### config.mk
export PLATFORM = sky130hd
export DESIGN_NAME = pport_side
export DESIGN_NICKNAME = d
export VERILOG_FILES = /design/src/rtl/pport_pkg.sv /design/src/rtl/pport_rst_sync.sv /design/src/rtl/pport_sync.sv /design/src/rtl/pport_io.sv /design/src/rtl/pport_ctl.sv /design/src/rtl/pport_side.sv
export SDC_FILE = /design/constraint.sdc
export NUM_CORES = 1
export LEC_CHECK = 0
export CORE_ASPECT_RATIO = 1.5
export CORE_MARGIN = 2
export CORE_UTILIZATION = 35
export DETAILED_ROUTE_END_ITERATION = 6
export PLACE_DENSITY = 0.58
export SLEW_MARGIN = 20
export SYNTH_ARGS = -nofsm -noshare
export SYNTH_HDL_FRONTEND = slang
export SYNTH_SLANG_ARGS = --single-unit
### constraint.sdc
create_clock -name clk -period 2 [get_ports clk]
set_clock_uncertainty 0.2 [all_clocks]
set_input_delay 0.4 -clock clk [delete_from_list [all_inputs] [get_ports clk]]
set_output_delay 0.4 -clock clk [all_outputs]
set_load 0.1 [all_outputs]
### src/rtl/pport_pkg.sv
package pport_pkg;
  localparam int CTL_W      = 8;
  localparam int B_IRQ_EN   = 0;
  localparam int B_DATA_SEL = 2;
  localparam int B_LINE     = 3;
  localparam int B_FLAG     = 7;
  localparam logic [CTL_W-1:0] CTL_RESET = 8'h08;
endpackage

### src/rtl/pport_rst_sync.sv
module pport_rst_sync (
  input  logic clk,
  input  logic rst_n,
  output logic rst_n_sync
);
  logic r1_q, r2_q;
  always_ff @(posedge clk or negedge rst_n) begin
    if (!rst_n) begin
      r1_q <= 1'b0;
      r2_q <= 1'b0;
    end else begin
      r1_q <= 1'b1;
      r2_q <= r1_q;
    end
  end
  assign rst_n_sync = r2_q;
endmodule

### src/rtl/pport_sync.sv
module pport_sync #(
  parameter int          W       = 8,
  parameter int          STAGES  = 2,
  parameter logic [W-1:0] RST_VAL = '0
) (
  input  logic         clk,
  input  logic         rst_n,
  input  logic [W-1:0] d,
  output logic [W-1:0] q
);
  logic [W-1:0] stg_q [STAGES];

  genvar g;
  generate
    for (g = 0; g < STAGES; g++) begin : g_stage
      logic [W-1:0] src;
      if (g == 0) begin : g_first
        assign src = d;
      end else begin : g_rest
        assign src = stg_q[g-1];
      end
      always_ff @(posedge clk or negedge rst_n) begin
        if (!rst_n) stg_q[g] <= RST_VAL;
        else        stg_q[g] <= src;
      end
    end
  endgenerate

  assign q = stg_q[STAGES-1];
endmodule

### src/rtl/pport_io.sv
module pport_io #(
  parameter int W = 8
) (
  input  logic         clk,
  input  logic         rst_n,
  input  logic         wr_shared,
  input  logic         data_sel,
  input  logic [W-1:0] wdata,
  input  logic [W-1:0] pin_sync,
  output logic [W-1:0] pin_out,
  output logic [W-1:0] pin_oe,
  output logic [W-1:0] shared_rdata
);
  logic [W-1:0] data_q, data_d;
  logic [W-1:0] dir_q, dir_d;
  logic         data_en, dir_en;
  logic [W-1:0] port_view;

  always_comb begin
    data_en = wr_shared &  data_sel;
    dir_en  = wr_shared & ~data_sel;
    data_d  = data_en ? wdata : data_q;
    dir_d   = dir_en  ? wdata : dir_q;
  end

  always_ff @(posedge clk or negedge rst_n) begin
    if (!rst_n) begin
      data_q <= '0;
      dir_q  <= '0;
    end else begin
      data_q <= data_d;
      dir_q  <= dir_d;
    end
  end

  genvar b;
  generate
    for (b = 0; b < W; b++) begin : g_bit
      assign port_view[b] = dir_q[b] ? data_q[b] : pin_sync[b];
    end
  endgenerate

  assign shared_rdata = data_sel ? port_view : dir_q;
  assign pin_out      = data_q;
  assign pin_oe       = dir_q;

  p_dir_write_r2: assert property (@(posedge clk) disable iff (!rst_n)
    (wr_shared && !data_sel) |=> (pin_oe == $past(wdata)));
  p_data_write_r3: assert property (@(posedge clk) disable iff (!rst_n)
    (wr_shared && data_sel) |=> (pin_out == $past(wdata)) && $stable(pin_oe));
  p_data_hold_r3: assert property (@(posedge clk) disable iff (!rst_n)
    (!wr_shared) |=> $stable(pin_out) && $stable(pin_oe));
endmodule

### src/rtl/pport_ctl.sv
module pport_ctl
  import pport_pkg::*;
(
  input  logic             clk,
  input  logic             rst_n,
  input  logic             wr_ctl,
  input  logic [CTL_W-1:0] wdata,
  input  logic             clr_req,
  input  logic             fall_evt,
  output logic [CTL_W-1:0] ctl_view,
  output logic             data_sel,
  output logic             line_n,
  output logic             irq
);
  logic [CTL_W-2:0] cfg_q, cfg_d;
  logic             flag_q, flag_d;

  always_comb begin
    cfg_d  = wr_ctl ? wdata[CTL_W-2:0] : cfg_q;
    flag_d = fall_evt | (flag_q & ~clr_req);
  end

  always_ff @(posedge clk or negedge rst_n) begin
    if (!rst_n) begin
      cfg_q  <= CTL_RESET[CTL_W-2:0];
      flag_q <= 1'b0;
    end else begin
      cfg_q  <= cfg_d;
      flag_q <= flag_d;
    end
  end

  assign ctl_view = {flag_q, cfg_q};
  assign data_sel = cfg_q[B_DATA_SEL];
  assign line_n   = cfg_q[B_LINE];
  assign irq      = flag_q & cfg_q[B_IRQ_EN];

  p_flag_set_r6: assert property (@(posedge clk) disable iff (!rst_n)
    fall_evt |=> ctl_view[B_FLAG]);
  p_flag_clear_r7: assert property (@(posedge clk) disable iff (!rst_n)
    (clr_req && !fall_evt) |=> !ctl_view[B_FLAG]);
  p_flag_keep_r7: assert property (@(posedge clk) disable iff (!rst_n)
    (ctl_view[B_FLAG] && !clr_req) |=> ctl_view[B_FLAG]);
  p_no_spurious_r10: assert property (@(posedge clk) disable iff (!rst_n)
    (!ctl_view[B_FLAG] && !fall_evt) |=> !ctl_view[B_FLAG]);
  p_line_follow_r9: assert property (@(posedge clk) disable iff (!rst_n)
    wr_ctl |=> (line_n == $past(wdata[B_LINE])));
  p_cfg_hold_r5: assert property (@(posedge clk) disable iff (!rst_n)
    (!wr_ctl) |=> $stable(ctl_view[CTL_W-2:0]));
endmodule

### src/rtl/pport_side.sv
module pport_side
  import pport_pkg::*;
#(
  parameter int W      = 8,
  parameter int STAGES = 2
) (
  input  logic         clk,
  input  logic         rst_n,
  input  logic         reg_sel,
  input  logic         wr_en,
  input  logic         rd_en,
  input  logic [7:0]   wdata,
  output logic [7:0]   rdata,
  input  logic [W-1:0] pin_in,
  output logic [W-1:0] pin_out,
  output logic [W-1:0] pin_oe,
  input  logic         int_line,
  output logic         ctl_line_n,
  output logic         irq
);
  logic             rst_n_i;
  logic [W-1:0]     pin_sync;
  logic             int_sync, int_prev_q;
  logic             fall_evt;
  logic             data_sel;
  logic             wr_shared, wr_ctl, clr_req;
  logic [W-1:0]     shared_rdata;
  logic [CTL_W-1:0] ctl_view;

  pport_rst_sync u_rst (.clk(clk), .rst_n(rst_n), .rst_n_sync(rst_n_i));

  pport_sync #(.W(W), .STAGES(STAGES), .RST_VAL('0)) u_pin_sync (
    .clk(clk), .rst_n(rst_n_i), .d(pin_in), .q(pin_sync));

  pport_sync #(.W(1), .STAGES(STAGES), .RST_VAL(1'b1)) u_int_sync (
    .clk(clk), .rst_n(rst_n_i), .d(int_line), .q(int_sync));

  always_ff @(posedge clk or negedge rst_n_i) begin
    if (!rst_n_i) int_prev_q <= 1'b1;
    else          int_prev_q <= int_sync;
  end

  always_comb begin
    fall_evt  = int_prev_q & ~int_sync;
    wr_shared = wr_en & ~reg_sel;
    wr_ctl    = wr_en &  reg_sel;
    clr_req   = rd_en & ~reg_sel & data_sel;
  end

  pport_io #(.W(W)) u_io (
    .clk(clk), .rst_n(rst_n_i), .wr_shared(wr_shared), .data_sel(data_sel),
    .wdata(wdata[W-1:0]), .pin_sync(pin_sync), .pin_out(pin_out),
    .pin_oe(pin_oe), .shared_rdata(shared_rdata));

  pport_ctl u_ctl (
    .clk(clk), .rst_n(rst_n_i), .wr_ctl(wr_ctl), .wdata(wdata),
    .clr_req(clr_req), .fall_evt(fall_evt), .ctl_view(ctl_view),
    .data_sel(data_sel), .line_n(ctl_line_n), .irq(irq));

  always_comb begin
    rdata = '0;
    if (reg_sel) rdata = ctl_view;
    else         rdata[W-1:0] = shared_rdata;
  end

  p_irq_follows_r8: assert property (@(posedge clk) disable iff (!rst_n_i)
    (irq && !clr_req && !wr_ctl) |=> irq);
  p_irq_fall_r6: assert property (@(posedge clk) disable iff (!rst_n_i)
    (fall_evt && ctl_view[B_IRQ_EN] && !wr_ctl) |=> irq);
endmodule

==> run_summary.xml <==
<?xml version="1.0" encoding="UTF-8"?>
<metrics>
  <group name="min_path">
    <metric name="worst_hold_path_type" unit="">flip-flop to async pin</metric>
  </group>
  <group name="floorplanning">
    <metric name="die_area" unit="mm²">0.00532</metric>
    <metric name="num_rows" unit="">30</metric>
    <metric name="core_region_area" unit="mm²">0.00454</metric>
    <metric name="top_level_ports" unit="">48</metric>
    <metric name="die_span_x" unit="µm">60.2</metric>
    <metric name="die_h" unit="µm">88.4</metric>
    <metric name="initial_utilization" unit="">0.366</metric>
  </group>
  <group name="finish">
    <metric name="seq_area" unit="mm²">0.00118</metric>
    <metric name="drive_gt1_frac" unit="">0.640</metric>
    <metric name="multi_input_area" unit="µm²">718</metric>
    <metric name="finish.cell_count_without_fillers" unit="">250</metric>
    <metric name="num-fill-cells" unit="">329</metric>
    <metric name="num_antenna_cells" unit="">0</metric>
    <metric name="layout-area-overhead-vs-synth" unit="%">84.7</metric>
    <metric name="final_net_count" unit="">207</metric>
    <metric name="final_design_area_no_fill" unit="mm²">0.00307</metric>
  </group>
  <group name="synth">
    <metric name="synth_area" unit="mm²">0.00166</metric>
    <metric name="area_share_of_the_leading_cell_type_in_the_synthesized_netlist" unit="">0.618</metric>
    <metric name="seq_area_frac_synth" unit="">0.681</metric>
    <metric name="yosys_warnings" unit="">0</metric>
    <metric name="async_reset_ff_frac" unit="">1.00</metric>
    <metric name="leading_register_cell_type_out_of_synthesis" unit="">dfrtp_1</metric>
    <metric name="mean_area_per_synthesized_cell" unit="µm²">14.4</metric>
    <metric name="syn_inst" unit="">115</metric>
    <metric name="synth_area_leader_cell" unit="">dfrtp_1</metric>
    <metric name="library_cell_with_the_highest_instance_count_after_synthesis" unit="">dfrtp_1</metric>
    <metric name="synth_edf_count" unit="">0</metric>
    <metric name="synth_cell_type_count" unit="">20</metric>
    <metric name="post_synth_most_frequent_cells" unit="">dfrtp_1, mux2_2, nand2_1</metric>
    <metric name="synth-seq-cells" unit="">45</metric>
    <metric name="post_synth_main_area_contributors" unit="">dfrtp_1, mux2_2, dfstp_2</metric>
    <metric name="synth_nets" unit="">137</metric>
  </group>
  <group name="global_route">
    <metric name="grt.busiest_layer" unit="">met2</metric>
    <metric name="grt.total_usage" unit="">0.166</metric>
    <metric name="grt.overflow.total" unit="">0</metric>
    <metric name="grt_max_degree" unit="">25</metric>
    <metric name="grt_antenna_before_repair" unit="">0</metric>
    <metric name="grt_use_met1" unit="">0.193</metric>
    <metric name="grt_first_pass_wirelength" unit="µm">6290</metric>
    <metric name="vias_in_the_first_global_route" unit="">1265</metric>
    <metric name="globalRouteMet3Util" unit="">0.0322</metric>
    <metric name="grt_use_met2" unit="">0.295</metric>
  </group>
  <group name="route">
    <metric name="per_cell_via_count_in_the_routed_design" unit="">4.69</metric>
    <metric name="wire_per_inst" unit="µm">15.5</metric>
    <metric name="antenna_violating_nets_post_route" unit="">0</metric>
    <metric name="vias" unit="">1172</metric>
    <metric name="dr.pass1.iters" unit="">4</metric>
    <metric name="dr_drc_count" unit="">0</metric>
    <metric name="wirelength" unit="µm">3870</metric>
    <metric name="drtIter0Drc" unit="">28</metric>
  </group>
  <group name="outcome">
    <metric name="failed_checks" unit="">negative setup slack</metric>
    <metric name="result_of_the_run" unit="">complete, but fails checks</metric>
  </group>
  <group name="placed_design">
    <metric name="gpl.final_weighted_congestion" unit="">0.737</metric>
    <metric name="place.detailed.instances" unit="">234</metric>
    <metric name="dpl_worst_slack" unit="ps">-226</metric>
    <metric name="place.port_buffers" unit="">47</metric>
    <metric name="detailed_place_hpwl" unit="µm">2900</metric>
    <metric name="dpl-instance-area" unit="mm²">0.00279</metric>
  </group>
  <group name="power_and_ir_drop">
    <metric name="total_leakage_power" unit="nW">1.26</metric>
    <metric name="power_per_cell_area" unit="mW/mm²">1340</metric>
    <metric name="worst_vdd_rail_ir_drop" unit="µV">614</metric>
  </group>
  <group name="clock_network">
    <metric name="holdBufCountCts" unit="">0</metric>
    <metric name="path_clk_slew" unit="ps">80</metric>
    <metric name="cts_tree" unit="">done</metric>
    <metric name="clk-insertion-delay-late" unit="ps">290</metric>
    <metric name="buffer_depth_of_the_longest_clock_path" unit="">2</metric>
    <metric name="cts_made_buffers" unit="">5</metric>
    <metric name="clock-sinks" unit="">45</metric>
    <metric name="htree_num_levels" unit="">2</metric>
    <metric name="cts-root-buf" unit="">clkbuf_8</metric>
  </group>
  <group name="worst_setup_path">
    <metric name="critical_path_arrival" unit="ps">1480</metric>
    <metric name="worst_setup_path_end_kind" unit="">output pin</metric>
    <metric name="crit_chain" unit="">buf_6, a21oi_2, o31ai_4, buf_12</metric>
    <metric name="path_class" unit="">flip-flop to output pin</metric>
    <metric name="cp_max_fo" unit="">6</metric>
    <metric name="cpMaxStageDelayCell" unit="">dfrtp_2</metric>
    <metric name="cp_data_required_time" unit="ps">1400</metric>
    <metric name="cp_startpoint_kind" unit="">flip-flop</metric>
    <metric name="slowest_delay" unit="ps">460</metric>
  </group>
  <group name="sta">
    <metric name="setup_slack" unit="ps">-81.0</metric>
    <metric name="drv_slew" unit="">0</metric>
    <metric name="post_layout_minimum_cycle_time" unit="ps">2080</metric>
    <metric name="grt_setup_unrepaired" unit="">yes</metric>
    <metric name="final-hold-violation-count" unit="">0</metric>
    <metric name="maxClockFrequency" unit="GHz">0.481</metric>
    <metric name="finalHoldWorstSlack" unit="ps">24.5</metric>
    <metric name="report.final.setup_viol" unit="">8</metric>
    <metric name="finalCritPeriodShare" unit="">1.04</metric>
  </group>
  <group name="run">
    <metric name="maxCapViolations" unit="">0</metric>
  </group>
</metrics>
==> repair_timing <==
action	in CTS	in global routing
setup buffers	6	2
gates resized for setup	8	6
endpoints found under the setup margin	8	8
cloned	0	0
pin swaps	2	3
==> kinds of logic (layout without fill, tap and decap cells) <==
| group | after synthesis | after routing | share of synthesized area |
|---|---|---|---|
| flip-flops | 45 | 45 | 0.681 |
| buffers and inverters | 6 | 77 | 0.0188 |
| other | 1 | 1 | 0.00226 |
| AND/OR/NAND/NOR | 23 | 23 | 0.0791 |
| AO/OA/AOI/OAI | 18 | 18 | 0.0693 |
| multiplexers | 22 | 22 | 0.149 |
==> power breakdown <==
group / internal [mW] / total (mW) / leakage [nW] / switching, mW
clock: 0.407 / 0.695 / 0.0585 / 0.288
sequential: 1.09 / 1.29 / 0.504 / 0.197
combinational: 0.843 / 2.11 / 0.695 / 1.27
==> final timing paths <==
kind	slack, ps	endpoint	start	cells past startpoint
setup / recovery	-80	rdata[0]	u_ctl.cfg_q[2]$_DFFE_PN0P_	4
hold / removal	20	u_pin_sync.g_stage[1].src[0]$_DFF_PN0_	u_rst.rst_n_sync$_DFF_PN0_	0
setup reg to reg	190	u_io.pin_oe[7]$_DFFE_PN0P_	u_ctl.cfg_q[2]$_DFFE_PN0P_	5
hold reg to reg	20	u_pin_sync.g_stage[1].src[0]$_DFF_PN0_	u_rst.rst_n_sync$_DFF_PN0_	0
max in group asynchronous	1020	u_ctl.cfg_q[3]$_DFFE_PN1P_	u_rst.rst_n_sync$_DFF_PN0_	1
min in group clk	150	u_pin_sync.q[7]$_DFF_PN0_	u_pin_sync.g_stage[1].src[7]$_DFF_PN0_	0
==> registers in the layout, summed over array words and instances (netlist names), 7 cells and up <==
name	flops
u_ctl.cfg_q	7
u_pin_sync.g_stage.src	8
u_pin_sync.q	8
u_io.pin_oe	8
u_io.pin_out	8
==> per-layer routing <==
layer | part of all wire | up-vias | wire [µm]
met2 | 0.59 | 22 | 2300
met4 | 0.0072 | 0 | 28
met1 | 0.37 | 602 | 1440
met5 | 0 | - | 0
met3 | 0.025 | 2 | 98
li1 | - | 546 | -
==> critical path: cells and delay by family, from the launching register on <==
family / cells / cell delay [ps]
AO/OA/AOI/OAI: 2 / 340
flip-flops: 1 / 460
buffers and inverters: 2 / 390
==> area by class of cell <==
class                           instances  share of cell area
Inverter                                3             0.00612
Tap cell                               64              0.0261
Clock inverter                          1             0.00979
Sequential cell                        45               0.384
Timing Repair Buffer                   66               0.311
Clock buffer                            7              0.0282
Multi-Input combinational cell         64               0.234
==> metrics by stage <==
step	power, mW	setup TNS [ps]	utilization
detailed placement	3.33	-4610	0.615
finish	4.10	-523	0.675
floorplan	2.56	-2080	-
global placement	3.31	-4630	0.615
global route	4.24	-1000	0.675
CTS	4.11	-632	0.666
==> placed cells by master (no fill, tap or decap), types with 2 or more instances in the layout <==
cell type and n:
dfrtp_4 10, nor3b_4 7, dfstp_2 4, clkdlybuf4s50_1 20, nand2_1 10, a21oi_1 4
o31ai_4 7, buf_4 11, buf_12 32, mux2_2 22, buf_6 2, a21oi_2 3
dfrtp_1 23, clkbuf_8 6, inv_1 2, dfrtp_2 8
Note: power is estimated with default switching activity, not from simulation.
